$ cat config.mk
export PLATFORM = sky130hd
export DESIGN_NAME = lpm_clock_gate
export DESIGN_NICKNAME = d
export VERILOG_FILES = /design/src/rtl/lpm_pkg.sv /design/src/rtl/lpm_mode_seq.sv /design/src/rtl/lpm_enable_reg.sv /design/src/rtl/lpm_clock_gate.sv
export SDC_FILE = /design/constraint.sdc
export NUM_CORES = 1
export LEC_CHECK = 0
export BUFFER_PORTS_ARGS = -buffer_cell sky130_fd_sc_hd__buf_2
export CORE_AREA = 2 2 39 41
export DETAILED_ROUTE_END_ITERATION = 10
export DIE_AREA = 0 0 41 43
export GPL_TIMING_DRIVEN = 1
export SLEW_MARGIN = 0
export SYNTH_ARGS = -nofsm -noshare
export SYNTH_HDL_FRONTEND = slang
export SYNTH_SLANG_ARGS = --single-unit
$ cat constraint.sdc
create_clock -name clk -period 1.7 [get_ports clk]
set_input_delay 0.255 -clock clk [delete_from_list [all_inputs] [get_ports clk]]
set_output_delay 0.255 -clock clk [all_outputs]
set_load 0.02 [all_outputs]
$ cat src/rtl/lpm_pkg.sv
package lpm_pkg;

  localparam int MODE_W = 3;
  localparam int NUM_EN = 6;
  localparam int NUM_MODES = 6;

  // bit positions inside the enable vector
  localparam int EN_CPU   = 5;
  localparam int EN_MAIN  = 4;
  localparam int EN_SUB   = 3;
  localparam int EN_AUX   = 2;
  localparam int EN_DCGEN = 1;
  localparam int EN_XTAL  = 0;

  typedef enum logic [MODE_W-1:0] {
    PM_RUN   = 3'd0,
    PM_IDLE  = 3'd1,
    PM_DOZE  = 3'd2,
    PM_NAP   = 3'd3,
    PM_SLEEP = 3'd4,
    PM_OFF   = 3'd5
  } pm_mode_e;

  typedef struct packed {
    logic cpu;
    logic main;
    logic sub;
    logic aux;
    logic dcgen;
    logic xtal;
  } clk_en_t;

  function automatic logic code_is_legal(input logic [MODE_W-1:0] code);
    return int'(code) < NUM_MODES;
  endfunction

  // Mode-to-enable decode. gen_keep holds the DC generator on in PM_DOZE.
  function automatic clk_en_t decode_enables(input pm_mode_e m, input logic gen_keep);
    clk_en_t e;
    e = '0;
    unique case (m)
      PM_RUN:   e = '{cpu:1'b1, main:1'b1, sub:1'b1, aux:1'b1, dcgen:1'b1, xtal:1'b1};
      PM_IDLE:  e = '{cpu:1'b0, main:1'b0, sub:1'b1, aux:1'b1, dcgen:1'b1, xtal:1'b1};
      PM_DOZE:  e = '{cpu:1'b0, main:1'b0, sub:1'b1, aux:1'b1, dcgen:gen_keep, xtal:1'b1};
      PM_NAP:   e = '{cpu:1'b0, main:1'b0, sub:1'b0, aux:1'b1, dcgen:1'b1, xtal:1'b1};
      PM_SLEEP: e = '{cpu:1'b0, main:1'b0, sub:1'b0, aux:1'b1, dcgen:1'b0, xtal:1'b1};
      PM_OFF:   e = '0;
      default:  e = '0;
    endcase
    return e;
  endfunction

endpackage

$ cat src/rtl/lpm_mode_seq.sv
module lpm_mode_seq
  import lpm_pkg::*;
(
  input  logic              clk,
  input  logic              rst_n,
  input  logic              irq_enter,
  input  logic              irq_return,
  input  logic              wr_en,
  input  logic [MODE_W-1:0] wr_code,
  output pm_mode_e          mode_nxt,
  output pm_mode_e          mode_q,
  output pm_mode_e          shadow_q,
  output logic              ev_enter,
  output logic              ev_return,
  output logic              ev_write_ok,
  output logic              ev_write_bad
);

  // arbitration: entry > return > write
  assign ev_enter     = irq_enter;
  assign ev_return    = irq_return & ~irq_enter;
  assign ev_write_ok  = wr_en & ~irq_enter & ~irq_return & code_is_legal(wr_code);
  assign ev_write_bad = wr_en & ~irq_enter & ~irq_return & ~code_is_legal(wr_code);

  always_comb begin
    mode_nxt = mode_q;
    if (ev_enter)         mode_nxt = PM_RUN;
    else if (ev_return)   mode_nxt = shadow_q;
    else if (ev_write_ok) mode_nxt = pm_mode_e'(wr_code);
  end

  always_ff @(posedge clk or negedge rst_n) begin
    if (!rst_n) begin
      mode_q   <= PM_RUN;
      shadow_q <= PM_RUN;
    end else begin
      mode_q <= mode_nxt;
      if (ev_enter) shadow_q <= mode_q;
    end
  end

endmodule

$ cat src/rtl/lpm_enable_reg.sv
module lpm_enable_reg
  import lpm_pkg::*;
#(
  parameter int WIDTH = NUM_EN
)(
  input  logic             clk,
  input  logic             rst_n,
  input  pm_mode_e         mode_nxt,
  input  logic             gen_keep,
  output logic [WIDTH-1:0] en_q
);

  clk_en_t          dec;
  logic [WIDTH-1:0] dec_vec;

  assign dec     = decode_enables(mode_nxt, gen_keep);
  assign dec_vec = WIDTH'(dec);

  // one flop per enable, each resetting to running
  for (genvar i = 0; i < WIDTH; i++) begin : g_en
    always_ff @(posedge clk or negedge rst_n) begin
      if (!rst_n) en_q[i] <= 1'b1;
      else        en_q[i] <= dec_vec[i];
    end
  end

endmodule

$ cat src/rtl/lpm_clock_gate.sv
module lpm_clock_gate
  import lpm_pkg::*;
(
  input  logic       clk,
  input  logic       rst_n,
  input  logic       wr_en,
  input  logic [2:0] wr_code,
  input  logic       dcgen_main_src,
  input  logic       irq_enter,
  input  logic       irq_return,
  output logic       en_cpu,
  output logic       en_main,
  output logic       en_sub,
  output logic       en_aux,
  output logic       en_dcgen,
  output logic       en_xtal,
  output logic [2:0] mode_status
);

  pm_mode_e          mode_nxt;
  pm_mode_e          mode_q;
  pm_mode_e          shadow_q;
  logic              ev_enter;
  logic              ev_return;
  logic              ev_write_ok;
  logic              ev_write_bad;
  logic [NUM_EN-1:0] en_vec;

  lpm_mode_seq u_seq (
    .clk          (clk),
    .rst_n        (rst_n),
    .irq_enter    (irq_enter),
    .irq_return   (irq_return),
    .wr_en        (wr_en),
    .wr_code      (wr_code),
    .mode_nxt     (mode_nxt),
    .mode_q       (mode_q),
    .shadow_q     (shadow_q),
    .ev_enter     (ev_enter),
    .ev_return    (ev_return),
    .ev_write_ok  (ev_write_ok),
    .ev_write_bad (ev_write_bad)
  );

  lpm_enable_reg #(.WIDTH(NUM_EN)) u_en (
    .clk      (clk),
    .rst_n    (rst_n),
    .mode_nxt (mode_nxt),
    .gen_keep (dcgen_main_src),
    .en_q     (en_vec)
  );

  assign en_cpu      = en_vec[EN_CPU];
  assign en_main     = en_vec[EN_MAIN];
  assign en_sub      = en_vec[EN_SUB];
  assign en_aux      = en_vec[EN_AUX];
  assign en_dcgen    = en_vec[EN_DCGEN];
  assign en_xtal     = en_vec[EN_XTAL];
  assign mode_status = mode_q;

endmodule

; Word-level counts from Yosys, hierarchy flattened
; Cells that the tools add are included.
; W data, S select, Z words.
[word_totals]
regBits = 12
latch_bits = 0
mem_bits_rw = 0
rom_bits = 0
inputBits = 9
out_inout_bits = 9
word_cells = 24
n_memories = 0
[op_classes]
add_sub_neg = 0
multipliers = 0
div_mod_pow = 0
n_lt_le_gt_ge = 1
n_eq_ne = 4
shifts = 0
muxes = 4
n_bitwise = 6
reduce_logical = 1
[ops]
columns = cell, n
row1 = $pmux W6 S5, 1
row2 = $mux W3, 3
row3 = $eq A3 B2 Y1 const B, 2
row4 = $and A1 B1 Y1, 4
row5 = $eq A3 B1 Y1 const B, 1
row6 = $eq A3 B3 Y1 const B, 1
row7 = $logic_not A3 Y1, 1
row8 = $lt A3 B3 Y1 const B, 1
row9 = $not A1 Y1, 2

; Longest topological paths before layout
; Gate-level depths: netlist of run 1.
[logic_depth]
word_depth = 9
mapped_depth = 5
mapped_depth_nobuf = 4

; Modules after synthesis
; From an unflattened synthesis of run 1, not the netlist that was laid out.
[unflattened]
cells_unflattened = 44
hier_area_um2 = 469.2
[by_module_without_submodules]
columns = mod, instances, cells_per_inst, area_each_um2, seq_area_each_um2
row1 = lpm_mode_seq, 1, 33, 317.8, 150.1
row2 = lpm_enable_reg, 1, 11, 151.4, 105.1

; Least setup slack after synthesis of run 1
; No wires, ideal clock.
[synth_timing]
path_type = reg2reg
startpoint = register u_seq.mode_q[1]
endpoint = register u_en.en_q[4]
setup_ps = 79
arrival_time_ps = 1003
t_required_ps = 1621
slack_ps = 619
path_stages_with_launch = 4
path_buffers = 0
period_less_slack_ps = 1081
cell_sequence = dfrtp_1 a21oi_1 o31a_1 a41o_1
[synth_lines]
columns = item, line_no
row1 = start: declaration, lpm_mode_seq.sv:11  ; output pm_mode_e mode_q,
row2 = start signal: assignment, lpm_mode_seq.sv:37  ; mode_q <= mode_nxt;
row3 = end signal: indexed assignment, lpm_enable_reg.sv:23  ; else en_q[i] <= dec_vec[i];
row4 = end: declaration, lpm_enable_reg.sv:10  ; output logic [WIDTH-1:0] en_q

; Worst setup path after layout of run 1
[layout_timing]
startpoint = register u_en.en_q[4]
endpoint = output port en_main
[layout_lines]
columns = item, line_no
row1 = end: declaration, lpm_clock_gate.sv:12  ; output logic en_main,
; No word-level cell between the ends.

==> results of run 1 <==
[synth_stat cells, drive strengths merged]
| master | count |
|---|---|
| o31a | 1 |
| mux2i | 1 |
| clkbuf | 1 |
| a21oi | 2 |
| o21ai | 2 |
| dfrtp | 6 |
| a21boi | 1 |
| mux2 | 3 |
| a31oi | 2 |
| o221ai | 1 |
| o31ai | 1 |
| inv | 4 |
| a41o | 1 |
| buf | 3 |
| dfstp | 4 |
| nor2 | 3 |
| nor2b | 1 |
| nand2 | 3 |
| o21a | 1 |
[power groups by stage]
| stage | registers (uW) | logic [uW] | clock network, uW |
|---|---|---|---|
| after floorplan | 278 | 44.3 | 0 |
| after global placement | 266 | 84.2 | 0 |
| after detailed placement | 266 | 84.4 | 0 |
| after CTS | 262 | 86.3 | 217 |
| after global routing | 263 | 95.5 | 229 |
| final | 262 | 85.1 | 205 |
[final cells by class]
class                   count  area (um^2)  area share [%]
repair buffers             18         95.1            16.1
well taps                  16         20.0            3.38
multi-input cells          23          170            28.8
flip-flops and latches     10          255            43.1
inverters                   4         15.0            2.54
clock buffers               4         36.3            6.13
[cell families (layout without fill, tap and decap cells)]
kind of cell	count (synthesis)	in the layout	share of synthesized area, %
simple gates	7	7	7.82
buf+inv	8	26	8.35
compound gates	12	12	19.4
flops	10	10	55.0
mux	4	4	9.43
[sequential cells by signal, indices dropped and copies added, names as in the netlist]
signal / cells
u_en.en_q: 4
u_seq.mode_q: 3
u_seq.shadow_q: 3
[final timing paths]
kind,startpoint,end,slack (ns),cells past startpoint
max,u_en.en_q[4],en_main,0.51,1
min,dcgen_main_src,u_en.en_q[1],0.26,3
max reg2reg,u_seq.mode_q[2],u_en.en_q[3],0.68,3
min in group asynchronous,rst_n,u_seq.shadow_q[0],0.38,2
min reg2reg,u_seq.shadow_q[2],u_seq.shadow_q[2],0.51,1
max in group asynchronous,rst_n,u_en.en_q[0],1.07,2
[routing by layer]
layer	global-route usage, %	vias to the layer above	share of wire, %
met5	0	-	0
li1	-	177	-
met3	3.14	2	6.5
met1	13.9	166	42
met2	15.6	12	49
met4	14.0	0	2.6
[stage by stage]
step | utilization [%] | instances | area [um^2] | setup WS (ns)
3_3_place_gp | 39.4 | 70 | 546 | 0.507
2_1_floorplan | - | 41 | 464 | 0.619
3_5_place_dp | 39.4 | 70 | 546 | 0.479
5_1_grt | 42.8 | 75 | 592 | 0.466
6_report | 42.8 | 75 | 592 | 0.511
4_1_cts | 42.8 | 75 | 592 | 0.491
==> impl_results.md, run 1 <==
- Total gr overflow: 0
- Max_cap viols: 0
- Hold-fix buffers, CTS: 1
- Syn Area/Cell: 11.3 um^2
- Post-DP HPWL: 638 um
- Worst VDD drop: 0.372 mV
- Top post-synthesis cells by area: dfrtp_1, dfstp_2, mux2_2
- Switching Power: 132 uW
- Setup total negative slack: 0 ns
- #FFs+latches synth: 10
- Syn Inst Count: 41
- CP cell instances: buf_2
- Number of detailed-route iterations in the first pass: 2
- Crit path kind: flop to primary output
- Clk_skew: 0.00329 ns
- Routed Antenna Nets: 0
- CTS resizes: 0
- Share of the synthesized area in the top cell type: 32.3%
- Worst-Margin Slew: 0.349 ns
- Die area: 1760 um^2
- # clock sinks: 10
- Sequential share of the synthesized area: 55.0%
- Worst EP arrival: 0.93 ns
- Critical path startpoint category: flop
- Core box area: 1380 um^2
- GPL Wtd Cong: 0.715
- Critical path fanouts, max: 2
- Clock tree buffer depth: 2
- Clock Power Share: 37.2%
- Status: finished clean
- Most frequent cells in the layout: buf_2, dfrtp_1, inv_1, dfstp_2
- All-Layer GR Usage: 12.1%
- Count of pins over their slew limit: 0
- Buf+Inv Stages, Crit Path: 1
- Seq pwr share: 47.4%
- Cell area power density: 932 nW/um^2
- Number of fill cells in the layout: 129
- CP top delay family: flip-flops
- Area Growth Syn to Fin: 27.5%
- Final Hold Fails: 0
- Starting utilization of the core area: 33.5%
- Layout cell share with drive strength beyond 1: 52.5%
- Worst Hold Class: input pin to flop
- Syn nets: 50
- Net count reported at finish: 69
- Commonest non-fill, non-tap cell in the layout: buf_2
- Vias in the first global route: 299
- Total Routed Length: 819 um
- First-pass GRT wire length: 1300 um
- Crit path max-delay cell type: dfstp_2
- DRC errors left: 0
- Initial antenna violation count: 0
- Setup bufs post-CTS: 0
- Int Pwr: 420 uW
- Boundary Pins: 18
- Vias: 357
- Post-layout min period: 1.19 ns
- Smallest hold slack: 0.259 ns
- Max Fclk: 841 MHz
- Routed length per instance: 10.9 um
- RSZ-0062 raised after global routing: false
- Mapped Area: 464 um^2
- Yosys top cell by area: dfrtp_1
- Synth warn: 0
- Slowest stage delay, CP: 0.52 ns
- # diodes: 0
- Final period util: 69.9%
- IO buf count: 17
- Data required, critical path: 1.44 ns
- CTS tree: done
- 1st-iter DRT viols: 1
- Num CTS Buffers: 3
- Sw Ratio: 23.9%
- Total power: 552 uW
- Leak: 0.000289 uW
- Cell Rows: 14
- Reg clk slew, reported paths: 0.06 ns
- Comb pwr share: 15.4%
- Setup violations, final: 0
- Clock latency on the worst-skew pair: 0.26 ns
- Clock Tree Root: clkbuf_4
- Die height: 43 um
- Slew Limit Headroom: 76.5%
- Vias per cell: 4.76
- Largest net degree at the start of global routing: 11
- Distinct cells, synth: 21
- Die W: 41 um
- H-tree levels: 1
- CP endpoint kind: primary output
Power figures use the tool's default switching activity.
==> run 2, diff against run 1 <==
==> constraint.sdc (replaced) <==
create_clock -name clk -period 1.18 [get_ports clk]
set_input_delay 0.177 -clock clk [delete_from_list [all_inputs] [get_ports clk]]
set_output_delay 0.177 -clock clk [all_outputs]
set_load 0.02 [all_outputs]
==> impl_results.md, run 2 (same netlist as run 1, synthesis figures left out) <==
- Status: finished clean (unchanged)
- DP Cell Count: 71 (was 70)
- Reg clk slew, reported paths: 0.05 ns (was 0.06 ns)
- Data required, critical path: 1.00 ns (was 1.44 ns)
- Switching Power: 183 uW (was 132 uW)
- Num CTS Buffers: 3 (unchanged)
- Biggest registers after layout: u_en.en_q (4), u_seq.mode_q (3), u_seq.shadow_q (3) (unchanged)
- Leak: 0.000289 uW (about the same)
- Post-layout min period: 1.11 ns
- Crit path max-delay cell type: dfstp_2 (unchanged)
- Total gr overflow: 0 (unchanged)
- Net count reported at finish: 70 (was 69)
- CP top delay family: flip-flops (unchanged)
- Boundary Pins: 18 (unchanged)
- Buf+Inv Stages, Crit Path: 1 (unchanged)
- Routed Antenna Nets: 0 (unchanged)
- All-Layer GR Usage: 11.8% (was 12.1%)
- Vias per cell: 4.70 (was 4.76)
- Critical path startpoint category: flop (unchanged)
- Pre-CTS setup slack: 0.0596 ns (was 0.479 ns)
- Clock tree buffer depth: 2 (unchanged)
- Final instance area: 589 um^2 (was 592 um^2)
- Worst Hold Class: input pin to flop (unchanged)
- Clock Tree Root: clkbuf_4 (unchanged)
- Vias: 357 (unchanged)
- Most frequent cells in the layout: buf_2, dfrtp_1, inv_1, dfstp_2 (unchanged)
- Comb pwr share: 17.3% (was 15.4%)
- Slowest stage delay, CP: 0.53 ns (was 0.52 ns)
- Routed length per instance: 10.9 um (about the same)
- Hold-fix buffers, CTS: 1 (unchanged)
- Int Pwr: 551 uW (was 420 uW)
- Cell area power density: 1250 nW/um^2 (was 932 nW/um^2)
- Largest Register: u_en.en_q (unchanged)
- Post-DP Area: 553 um^2 (was 546 um^2)
- Max_cap viols: 0 (unchanged)
- Worst VDD drop: 0.437 mV (was 0.372 mV)
- Sw Ratio: 24.9% (was 23.9%)
- Final period util: 94.0%
- Max reg flops: 4 (unchanged)
- Die W: 41 um (unchanged)
- Core box area: 1380 um^2 (unchanged)
- Number of fill cells in the layout: 134 (was 129)
- Area Growth Syn to Fin: 27.0% (was 27.5%)
- Crit path kind: flop to primary output (unchanged)
- CP endpoint kind: primary output (unchanged)
- Initial antenna violation count: 0 (unchanged)
- Critical path fanouts, max: 2 (unchanged)
- RSZ-0062 raised after global routing: false (unchanged)
- First-pass GRT wire length: 1280 um (was 1300 um)
- # clock sinks: 10 (unchanged)
- Max Fclk: 901 MHz
- 1st-iter DRT viols: 2 (was 1)
- H-tree levels: 1 (unchanged)
- IO buf count: 17 (unchanged)
- Clock Power Share: 31.3% (was 37.2%)
- Starting utilization of the core area: 33.5% (unchanged)
- Commonest non-fill, non-tap cell in the layout: buf_2 (unchanged)
- Slack of the critical path: 0.0702 ns (was 0.511 ns)
- Slew Limit Headroom: 81.0% (was 76.5%)
- Final cell count without fillers: 76 (was 75)
- Final Hold Fails: 0 (unchanged)
- Setup total negative slack: 0 ns (unchanged)
- CP cell instances: buf_2 (unchanged)
- Number of detailed-route iterations in the first pass: 2 (unchanged)
- Post-DP HPWL: 667 um (was 638 um)
- Setup bufs post-CTS: 0 (unchanged)
- Worst-Margin Slew: 0.285 ns (was 0.349 ns)
- Clk_skew: 0.00758 ns (was 0.00329 ns)
- Total Routed Length: 830 um (was 819 um)
- Largest net degree at the start of global routing: 11 (unchanged)
- # diodes: 0 (unchanged)
- Count of pins over their slew limit: 0 (unchanged)
- CTS resizes: 0 (unchanged)
- Die area: 1760 um^2 (unchanged)
- Clock latency on the worst-skew pair: 0.26 ns (about the same)
- Setup violations, final: 0 (unchanged)
- Seq pwr share: 51.4% (was 47.4%)
- Cell Rows: 14 (unchanged)
- CTS tree: done (unchanged)
- DRC errors left: 0 (unchanged)
- GPL Wtd Cong: 0.746 (was 0.715)
- Smallest hold slack: 0.189 ns (was 0.259 ns)
- Die height: 43 um (unchanged)
- Vias in the first global route: 339 (was 299)
- Layout cell share with drive strength beyond 1: 51.7% (was 52.5%)
- Worst EP arrival: 0.93 ns (about the same)
==> run 2: cell count changes in the layout (fill, tap and decap cells not counted) <==
cell | before | now
clkbuf_1 | 0 | 1
buf_4 | 0 | 1
clkbuf_8 | 1 | 0
==> run 2: final timing paths <==
check                                       start                 to  slack [ns]  cells past startpoint
worst max-delay path                 u_en.en_q[4]             en_cpu        0.07                      1
worst min-delay path               dcgen_main_src       u_en.en_q[1]        0.19                      3
worst max register to register    u_seq.mode_q[1]       u_en.en_q[3]        0.12                      4
worst min register to register  u_seq.shadow_q[0]  u_seq.shadow_q[0]        0.51                      1
max in group asynchronous                   rst_n       u_en.en_q[3]        0.62                      2
min in group asynchronous                   rst_n  u_seq.shadow_q[0]        0.30                      2
==> run 2: layout make-up <==
type / count / area (um^2) / area share, %
flip-flops and latches: 10 / 255 / 43.3
multi-input cells: 23 / 170 / 28.9
repair buffers: 19 / 103 / 17.4
clock buffers: 4 / 26.3 / 4.46
well taps: 16 / 20.0 / 3.40
inverters: 4 / 15.0 / 2.55
==> run 2: metal layers <==
layer	GRT usage [%]	routed length [um]	vias to the layer above
met2	16.9	399	12
met5	0	0	-
met1	13.7	360	165
li1	-	-	178
met3	1.57	49	2
met4	12.0	21	0
==> run 2: power groups by stage <==
stage / Clock [uW] / Sequential (uW) / Combinational (uW)
final: 230 / 377 / 127
after global routing: 257 / 380 / 140
after CTS: 241 / 377 / 129
after detailed placement: 0 / 383 / 127
after global placement: 0 / 383 / 125
after floorplan: 0 / 400 / 63.9
==> run 2: worst register-to-register path, cell delays in order (launching register included) <==
cell,delay [ns]
dfrtp_1,0.39
a21oi_1,0.18
o31ai_1,0.11
buf_4,0.14
a31oi_1,0.16
==> run 2: per-stage QoR <==
step / utilization (%) / power, uW
2_1_floorplan: - / 464
3_3_place_gp: 40.0 / 508
3_5_place_dp: 40.0 / 510
4_1_cts: 42.6 / 748
5_1_grt: 42.6 / 777
6_report: 42.6 / 734
==> run 3, diff against run 2 <==
--- a/config.mk
+++ b/config.mk
@@ -10,6 +10,7 @@
 export DETAILED_ROUTE_END_ITERATION = 10
 export DIE_AREA = 0 0 41 43
 export GPL_TIMING_DRIVEN = 1
+export RECOVER_POWER = 100
 export SLEW_MARGIN = 0
 export SYNTH_ARGS = -nofsm -noshare
 export SYNTH_HDL_FRONTEND = slang
==> impl_results.md, run 3 (same netlist as run 1, synthesis figures left out) <==
- Status: finished clean (unchanged)
- CP cell instances: clkbuf_2 (was buf_2)
- Critical path startpoint category: flop (unchanged)
- Core box area: 1380 um^2 (unchanged)
- Crit path kind: flop to primary output (unchanged)
- Count of pins over their slew limit: 0 (unchanged)
- First-pass GRT wire length: 1280 um (unchanged)
- Die area: 1760 um^2 (unchanged)
- Cell Rows: 14 (unchanged)
- Die W: 41 um (unchanged)
- Comb pwr share: 16.7% (was 17.3%)
- RSZ-0062 raised after global routing: false (unchanged)
- Clk_skew: 0.00769 ns (was 0.00758 ns)
- Worst-Margin Slew: 0.521 ns (was 0.285 ns)
- Commonest non-fill, non-tap cell in the layout: buf_2 (unchanged)
- Number of detailed-route iterations in the first pass: 2 (unchanged)
- Setup bufs post-CTS: 0 (unchanged)
- H-tree levels: 1 (unchanged)
- All-Layer GR Usage: 11.8% (unchanged)
- CTS tree: done (unchanged)
- Final Hold Fails: 0 (unchanged)
- Boundary Pins: 18 (unchanged)
- Number of fill cells in the layout: 138 (was 134)
- Max Fclk: 899 MHz (was 901 MHz)
- Total Routed Length: 832 um (was 830 um)
- Final instance area: 577 um^2 (was 589 um^2)
- Routed Antenna Nets: 0 (unchanged)
- GPL Wtd Cong: 0.746 (unchanged)
- Total power: 729 uW (was 734 uW)
- Area Growth Syn to Fin: 24.3% (was 27.0%)
- CTS resizes: 0 (unchanged)
- Largest Register: u_en.en_q (unchanged)
- Largest net degree at the start of global routing: 11 (unchanged)
- Reg clk slew, reported paths: 0.05 ns (about the same)
- Switching Power: 183 uW (about the same)
- Starting utilization of the core area: 33.5% (unchanged)
- Total gr overflow: 0 (unchanged)
- Clock tree buffer depth: 2 (unchanged)
- # clock sinks: 10 (unchanged)
- R2r setup slk: 0.13 ns (was 0.12 ns)
- Num CTS Buffers: 3 (unchanged)
- Slew Limit Headroom: 65.3% (was 81.0%)
- Worst Hold Class: input pin to flop (unchanged)
- Routed length per instance: 10.9 um (about the same)
- Setup total negative slack: 0 ns (unchanged)
- DRC errors left: 0 (unchanged)
- Clock latency on the worst-skew pair: 0.26 ns (about the same)
- Crit path max-delay cell type: dfstp_2 (unchanged)
- Cell area power density: 1260 nW/um^2 (was 1250 nW/um^2)
- Leak: 0.000276 uW (was 0.000289 uW)
- Max_cap viols: 0 (unchanged)
- Vias in the first global route: 339 (unchanged)
- CP top delay family: flip-flops (unchanged)
- Post-DP Area: 553 um^2 (unchanged)
- Final period util: 94.3% (was 94.0%)
- Worst VDD drop: 0.428 mV (was 0.437 mV)
- Int Pwr: 547 uW (was 551 uW)
- Net count reported at finish: 70 (unchanged)
- CP endpoint kind: primary output (unchanged)
- Worst EP arrival: 0.94 ns (was 0.93 ns)
- Most frequent cells in the layout: buf_2, clkbuf_1, clkbuf_2, dfrtp_1 (was buf_2, dfrtp_1, inv_1, dfstp_2)
- Post-DP HPWL: 667 um (unchanged)
- # diodes: 0 (unchanged)
- 1st-iter DRT viols: 2 (unchanged)
- Hold-fix buffers, CTS: 1 (unchanged)
- Slowest stage delay, CP: 0.53 ns (about the same)
- Layout cell share with drive strength beyond 1: 41.7% (was 51.7%)
- Buf+Inv Stages, Crit Path: 1 (unchanged)
- Smallest hold slack: 0.190 ns (was 0.189 ns)
- Clock Tree Root: clkbuf_4 (unchanged)
- FF+latch area: 255 um^2 (unchanged)
- Vias: 355 (was 357)
- Die height: 43 um (unchanged)
- Vias per cell: 4.67 (was 4.70)
- Biggest registers after layout: u_en.en_q (4), u_seq.mode_q (3), u_seq.shadow_q (3) (unchanged)
- IO buf count: 17 (unchanged)
- Seq pwr share: 51.8% (was 51.4%)
- Post-layout min period: 1.11 ns (about the same)
- Clock Power Share: 31.6% (was 31.3%)
- Max reg flops: 4 (unchanged)
- Setup violations, final: 0 (unchanged)
- Data required, critical path: 1.00 ns (about the same)
- Sw Ratio: 25.0% (was 24.9%)
- Multi-input logic area: 166 um^2 (was 170 um^2)
- Initial antenna violation count: 0 (unchanged)
- Critical path fanouts, max: 2 (unchanged)
[run 3: layout make-up]
cell class | count | share of cell area, %
flip-flops and latches | 10 | 44.3
multi-input cells | 23 | 28.9
repair buffers | 19 | 16.3
clock buffers | 4 | 4.56
well taps | 16 | 3.47
inverters | 4 | 2.60
[run 3: worst paths after layout]
path | to | from | depth (start not counted)
worst min register to register | u_seq.shadow_q[0] | u_seq.shadow_q[0] | 1
min in group asynchronous | u_seq.shadow_q[0] | rst_n | 2
worst max register to register | u_en.en_q[3] | u_seq.mode_q[1] | 4
worst min-delay path | u_en.en_q[1] | dcgen_main_src | 3
max in group asynchronous | u_en.en_q[3] | rst_n | 2
worst max-delay path | en_cpu | u_en.en_q[4] | 1
[run 3: stage by stage]
| step | setup WS, ns | std cells | util [%] |
|---|---|---|---|
| 2_1_floorplan | 0.0987 | 41 | - |
| 3_5_place_dp | 0.0596 | 71 | 40.0 |
| 6_report | 0.0670 | 76 | 41.7 |
| 3_3_place_gp | 0.0975 | 71 | 40.0 |
| 4_1_cts | 0.0578 | 76 | 42.6 |
| 5_1_grt | 0.0185 | 76 | 41.7 |
[run 3: worst reg2reg max path, stage by stage (launching register included)]
cell,delay (ns)
dfrtp_1,0.39
a21oi_1,0.18
o31ai_1,0.10
clkbuf_1,0.12
a31oi_1,0.18
[run 3: power by group through the flow]
stage | sequential [uW] | combinational, uW | clock (uW)
6_report | 378 | 122 | 230
5_1_grt | 381 | 134 | 257
3_5_place_dp | 383 | 127 | 0
3_3_place_gp | 383 | 125 | 0
2_1_floorplan | 400 | 63.9 | 0
4_1_cts | 377 | 129 | 241
[run 3: routing by layer]
metal | wire [um] | part of all wire (%) | up-vias | global-route usage, %
li1 | - | - | 178 | -
met4 | 21 | 2.5 | 0 | 12.0
met1 | 364 | 44 | 163 | 13.7
met3 | 48 | 5.8 | 2 | 1.57
met2 | 398 | 48 | 12 | 16.9
met5 | 0 | 0 | - | 0
